`src/rtl/ser3_pkg.sv`:
```
package ser3_pkg;
  localparam int FRAME_W = 21;
  localparam int ADDR_W  = 4;
  localparam int DATA_W  = FRAME_W - ADDR_W;
  localparam int MAIN_W  = 17;
  localparam int REF_W   = 11;
  localparam int CPSEL_W = 2;

  localparam logic [ADDR_W-1:0] ADR_TEST = 4'b0000;
  localparam logic [ADDR_W-1:0] ADR_MAIN = 4'b0100;
  localparam logic [ADDR_W-1:0] ADR_REF  = 4'b0001;
  localparam logic [ADDR_W-1:0] ADR_CTRL = 4'b0101;

  typedef struct packed {
    logic [CPSEL_W-1:0] cp_sel;
    logic               sw_pon;
    logic               lock_en;
  } ctrl_t;

  localparam int CTRL_W = $bits(ctrl_t);

  // Trailing bits of the frame are the address.
  function automatic logic [ADDR_W-1:0] frame_addr(input logic [FRAME_W-1:0] f);
    return f[ADDR_W-1:0];
  endfunction

  // Leading bits of the frame are the data field.
  function automatic logic [DATA_W-1:0] frame_data(input logic [FRAME_W-1:0] f);
    return f[FRAME_W-1:ADDR_W];
  endfunction

  function automatic logic [MAIN_W-1:0] data_to_main(input logic [DATA_W-1:0] d);
    return d[MAIN_W-1:0];
  endfunction

  function automatic logic [REF_W-1:0] data_to_ref(input logic [DATA_W-1:0] d);
    return d[REF_W-1:0];
  endfunction

  function automatic ctrl_t data_to_ctrl(input logic [DATA_W-1:0] d);
    return ctrl_t'(d[CTRL_W-1:0]);
  endfunction
endpackage

```
`src/rtl/ser3_sync.sv`:
```
module ser3_sync #(
  parameter int WIDTH  = 3,
  parameter int STAGES = 2,
  parameter logic [WIDTH-1:0] RST_VAL = '0
) (
  input  logic             clk,
  input  logic             rst_n,
  input  logic [WIDTH-1:0] async_in,
  output logic [WIDTH-1:0] sync_out,
  output logic [WIDTH-1:0] sync_prev
);
  for (genvar g = 0; g < WIDTH; g++) begin : g_line
    logic [STAGES:0] chain;
    always_ff @(posedge clk or negedge rst_n) begin
      if (!rst_n) chain <= {(STAGES+1){RST_VAL[g]}};
      else        chain <= {chain[STAGES-1:0], async_in[g]};
    end
    assign sync_out[g]  = chain[STAGES-1];
    assign sync_prev[g] = chain[STAGES];
  end
endmodule

```
`src/rtl/ser3_shift.sv`:
```
module ser3_shift
  import ser3_pkg::*;
#(
  parameter int W = FRAME_W
) (
  input  logic         clk,
  input  logic         rst_n,
  input  logic         shift_en,
  input  logic         bit_in,
  output logic [W-1:0] frame
);
  always_ff @(posedge clk or negedge rst_n) begin
    if (!rst_n)        frame <= '0;
    else if (shift_en) frame <= {frame[W-2:0], bit_in};
  end
endmodule

```
`src/rtl/ser3_decode.sv`:
```
module ser3_decode
  import ser3_pkg::*;
(
  input  logic               load,
  input  logic [ADDR_W-1:0]  addr,
  output logic               wr_main,
  output logic               wr_ref,
  output logic               wr_ctrl
);
  always_comb begin
    wr_main = 1'b0;
    wr_ref  = 1'b0;
    wr_ctrl = 1'b0;
    if (load) begin
      unique case (addr)
        ADR_MAIN: wr_main = 1'b1;
        ADR_REF:  wr_ref  = 1'b1;
        ADR_CTRL: wr_ctrl = 1'b1;
        default:  ;
      endcase
    end
  end
endmodule

```
`src/rtl/ser3_regs.sv`:
```
module ser3_regs
  import ser3_pkg::*;
(
  input  logic               clk,
  input  logic               rst_n,
  input  logic               wr_main,
  input  logic               wr_ref,
  input  logic               wr_ctrl,
  input  logic [DATA_W-1:0]  data,
  output logic [MAIN_W-1:0]  main_q,
  output logic [REF_W-1:0]   ref_q,
  output ctrl_t              ctrl_q
);
  always_ff @(posedge clk or negedge rst_n) begin
    if (!rst_n) begin
      main_q <= '0;
      ref_q  <= '0;
      ctrl_q <= '0;
    end else begin
      if (wr_main) main_q <= data_to_main(data);
      if (wr_ref)  ref_q  <= data_to_ref(data);
      if (wr_ctrl) ctrl_q <= data_to_ctrl(data);
    end
  end
endmodule

```
`src/rtl/ser3_prog_port.sv`:
```
module ser3_prog_port
  import ser3_pkg::*;
(
  input  logic               clk,
  input  logic               rst_n,
  input  logic               ser_clk,
  input  logic               ser_data,
  input  logic               ser_en_n,
  output logic [MAIN_W-1:0]  main_ratio,
  output logic [REF_W-1:0]   ref_ratio,
  output logic [CPSEL_W-1:0] cp_sel,
  output logic               sw_pon,
  output logic               lock_en
);
  localparam int IDX_CLK = 0;
  localparam int IDX_DAT = 1;
  localparam int IDX_EN  = 2;

  logic [2:0] line_s, line_d;
  logic       en_low, shift_pulse, load_pulse;
  logic [FRAME_W-1:0] frame;
  logic wr_main, wr_ref, wr_ctrl;
  ctrl_t ctrl_q;

  ser3_sync #(.WIDTH(3), .STAGES(2), .RST_VAL(3'b100)) u_sync (
    .clk(clk), .rst_n(rst_n),
    .async_in({ser_en_n, ser_data, ser_clk}),
    .sync_out(line_s), .sync_prev(line_d)
  );

  assign en_low      = ~line_s[IDX_EN];
  assign shift_pulse = en_low & line_s[IDX_CLK] & ~line_d[IDX_CLK];
  assign load_pulse  = line_s[IDX_EN] & ~line_d[IDX_EN];

  ser3_shift #(.W(FRAME_W)) u_shift (
    .clk(clk), .rst_n(rst_n), .shift_en(shift_pulse),
    .bit_in(line_s[IDX_DAT]), .frame(frame)
  );

  ser3_decode u_dec (
    .load(load_pulse), .addr(frame_addr(frame)),
    .wr_main(wr_main), .wr_ref(wr_ref), .wr_ctrl(wr_ctrl)
  );

  ser3_regs u_regs (
    .clk(clk), .rst_n(rst_n),
    .wr_main(wr_main), .wr_ref(wr_ref), .wr_ctrl(wr_ctrl),
    .data(frame_data(frame)),
    .main_q(main_ratio), .ref_q(ref_ratio), .ctrl_q(ctrl_q)
  );

  assign cp_sel  = ctrl_q.cp_sel;
  assign sw_pon  = ctrl_q.sw_pon;
  assign lock_en = ctrl_q.lock_en;
endmodule

```
`config.mk`:
```
export PLATFORM = sky130hd
export DESIGN_NAME = ser3_prog_port
export DESIGN_NICKNAME = d
export VERILOG_FILES = /design/src/rtl/ser3_pkg.sv /design/src/rtl/ser3_sync.sv /design/src/rtl/ser3_shift.sv /design/src/rtl/ser3_decode.sv /design/src/rtl/ser3_regs.sv /design/src/rtl/ser3_prog_port.sv
export SDC_FILE = /design/constraint.sdc
export NUM_CORES = 1
export LEC_CHECK = 0
export ABC_AREA = 1
export ABC_CLOCK_PERIOD_IN_PS = 1400
export BUFFER_PORTS_ARGS = -buffer_cell sky130_fd_sc_hd__buf_2
export CORE_MARGIN = 2
export CORE_UTILIZATION = 50
export DETAILED_ROUTE_END_ITERATION = 10
export GPL_TIMING_DRIVEN = 0
export PLACE_DENSITY = 0.81
export SETUP_SLACK_MARGIN = 0.5
export SLEW_MARGIN = 20
export SYNTH_ARGS = -nofsm -noshare
export SYNTH_HDL_FRONTEND = slang
export SYNTH_SLANG_ARGS = --single-unit
```
`constraint.sdc`:
```
create_clock -name clk -period 1.4 [get_ports clk]
set_input_delay 0.07 -clock clk [delete_from_list [all_inputs] [get_ports clk]]
set_output_delay 0.07 -clock clk [all_outputs]
set_load 0.02 [all_outputs]
```
==> results.cfg <==
[status]
outcome = complete, no violations

[logic_synthesis]
synth.top_cells.by_area = sky130_fd_sc_hd__dfrtp_1 61%, sky130_fd_sc_hd__nand2_1 16%, sky130_fd_sc_hd__nand3_1 9.8%
syn-num-nets = 253
syn_avg_cell_area_um2 = 9.66
synth.ff_latch_count = 61
synthDistinctLibCells = 17
ys_seq_area_frac = 0.639
syn-cell-area_um2 = 2390
synth_largest_area_cell = sky130_fd_sc_hd__dfrtp_1
synth_top_area_frac = 0.606
synth_warnings = 0
synth_cells = 248

[place]
finalWeightedCongestion = 0.769
numPortBuffers = 36
worst_slack_after_detailed_placement_ns = 0.0197
placedInstanceArea_um2 = 2670
hpwl_um = 2960

[sta]
max_freq_ghz = 0.743
tightest_slew_margin_relative_to_the_limit = 0.640
finalWorstPathRequiredPeriod_ns = 1.35
setup-tns-final_ns = 0
layout_setup_ws_ns = 0.0540
worst-slew-pin-transition_ns = 0.540
grt_setup_unrepaired = true
finalClockSkew_ns = 0.00854
report.final.setup_viol = 0
post-route-period-util = 0.961
final_max_slew_viol_count = 0
finalHoldViolCount = 0

[clocking]
clk_path_buf_depth = 2
tritoncts = yes
numClockSinks = 61
clk-insertion-delay-late_ns = 0.33
cts-htree-levels = 3
root_buffer = sky130_fd_sc_hd__clkbuf_8
clk_transition_reported_paths_ns = 0.07
cts_inserted_buffers = 9

[layout]
nFillCells = 248
multi_input_gate_area_in_the_final_layout_um2 = 975
antenna_cells = 0
utilization = 0.792
final_design_area_no_fill_um2 = 3690
syn2layout_area_growth_pct = 54.2
drive_gt1_frac = 0.507
fin_nets = 351
seqCellArea_um2 = 1530

[die]
die_width_um = 73.2
fp-row-count = 25
io_pins = 37
die_height_um = 73.2
floorplan.initialDensity = 0.514
floorplan.core_area_um2 = 4660
dieArea_um2 = 5360

[flow_run]
max_cap_viol_count = 0

[power_and_ir_drop]
switching_power_uw = 1610
combPwrFrac = 0.278
cellPowerDensity_nw_per_um2 = 1370
pwr-share-clk = 0.264
p_seq_frac = 0.457
sw_frac_of_total = 0.318
static-leakage-power_uw = 0.00196
cellInternalPower_uw = 3450
ir_worst_vdd_v = 0.000916
report.power.total_uw = 5050

[worst_setup_path]
required_ns = 1.60
worst_setup_path_start_kind = flop
worst-endpoint-arrival_ns = 1.55
critPathKind = flop to flop
worst-path-max-fanout = 8
length_in_cells_of_the_worst_reg_to_reg_path = 7
critical_path.endpoint_type = flop
reg2reg_slack_ns = 0.05

[grt]
grt_start_max_net_pins = 62
first_global_vias = 2064
grt_pass1_wl_um = 9280
grt_overflow_total = 0
groute.usage.overall = 0.229
antenna_found_initial = 0

[drt]
first_pass_iters = 4
detailroute.via_count = 2119
drtIter0Drc = 148
route.detailed.vias_per_inst = 5.26
finalWirelength_um = 6060
remaining_drc_errors = 0
route.antenna.remaining_nets = 0
wl_per_cell_um = 15.0

[min_path]
min_path_type = input pin to asynchronous set/reset pin
## critical path: stages (launching register included)
cell,delay (ns)
sky130_fd_sc_hd__dfstp_2,0.38
sky130_fd_sc_hd__buf_4,0.13
sky130_fd_sc_hd__buf_6,0.11
sky130_fd_sc_hd__nor2_4,0.17
sky130_fd_sc_hd__nand2_4,0.14
sky130_fd_sc_hd__buf_12,0.16
sky130_fd_sc_hd__nand2_2,0.05
sky130_fd_sc_hd__o21ai_1,0.08
## layout make-up
cell class,instances,area share
inverter,7,0.00711
timing repair buffer,87,0.223
clock inverter,2,0.00271
tap,54,0.0183
multi-input combinational,168,0.264
sequential,61,0.414
buffer,12,0.0285
clock buffer,12,0.0420
## flip-flops by register name (all words and copies together) (netlist names)
signal	cells
u_shift.frame	21
u_regs.ctrl_q	4
u_sync.g_line.chain	8
u_regs.ref_q	11
u_regs.main_q	17
## worst paths after layout
check                                           from                   endpoint
setup / recovery           u_sync.g_line[2].chain[1]           u_shift.frame[1]
hold / removal                                 rst_n           u_regs.main_q[2]
setup reg to reg           u_sync.g_line[2].chain[1]           u_shift.frame[1]
hold reg to reg            u_sync.g_line[1].chain[0]  u_sync.g_line[1].chain[1]
max in group asynchronous                      rst_n  u_sync.g_line[2].chain[1]
min in group clk           u_sync.g_line[1].chain[0]  u_sync.g_line[1].chain[1]
## stage by stage
stage               hold slack [ns]  cells
detailed placement            0.176    338
finish                        0.291    403
CTS                           0.348    392
floorplan                    -0.226    248
global route                  0.334    403
global placement              0.175    338
## cells in the final DEF (no fill, tap or decap)
master	instances
sky130_fd_sc_hd__dfrtp_1	58
sky130_fd_sc_hd__nand2_1	51
sky130_fd_sc_hd__nand3_1	47
sky130_fd_sc_hd__buf_6	45
sky130_fd_sc_hd__nand2_2	41
sky130_fd_sc_hd__buf_4	41
sky130_fd_sc_hd__clkbuf_8	11
sky130_fd_sc_hd__nand2_4	10
sky130_fd_sc_hd__nor2_4	6
sky130_fd_sc_hd__buf_2	6
sky130_fd_sc_hd__inv_1	5
sky130_fd_sc_hd__nor2_1	4
sky130_fd_sc_hd__dlygate4sd3_1	4
sky130_fd_sc_hd__dfstp_2	3
sky130_fd_sc_hd__a21oi_2	2
sky130_fd_sc_hd__inv_2	2
sky130_fd_sc_hd__o21ai_2	2
sky130_fd_sc_hd__o21ai_1	2
sky130_fd_sc_hd__nand3_4	2
sky130_fd_sc_hd__clkinv_2	2
sky130_fd_sc_hd__buf_12	2
sky130_fd_sc_hd__clkbuf_2	1
sky130_fd_sc_hd__o21ai_4	1
sky130_fd_sc_hd__clkbuf_1	1
## synth_stat cells (all sizes together)
master  count
a21oi       2
clkbuf      1
inv         7
nor2       10
o21ai       5
dfstp       3
nand2     102
buf        11
nand3      49
dfrtp      58
## power groups by stage
stage	Clock, µW	Sequential [µW]	Combinational [µW]
after CTS	1350	2270	1230
after detailed placement	0	2270	832
after global placement	0	2260	812
after floorplan	0	2410	387
final	1340	2310	1400
after global routing	1450	2340	1530
## routing by layer
metal  wire [µm]  global-route usage  up-vias
met5           0                   0        -
met4         114              0.0926        0
met3         274              0.0483       17
met1        2420               0.291     1042
met2        3250               0.382       70
li1            -                   -      990
## cell families after synthesis
logic type | Yosys count | synth area share
AOI/OAI and AO/OA | 7 | 0.0146
buffers and inverters | 19 | 0.0475
DFF | 61 | 0.639
and+or+nand+nor | 161 | 0.299
## timing repair
item / CTS / global route
endpoints found under the setup margin: 85 / 146
hold endpoints to repair: 61 / 0
gates cloned: 4 / 0
pin swaps: 3 / 6
hold buffers: 4 / 0
buffers inserted: 32 / 11
resized for setup: 90 / 53
Note: power is estimated with default switching activity, not from simulation.
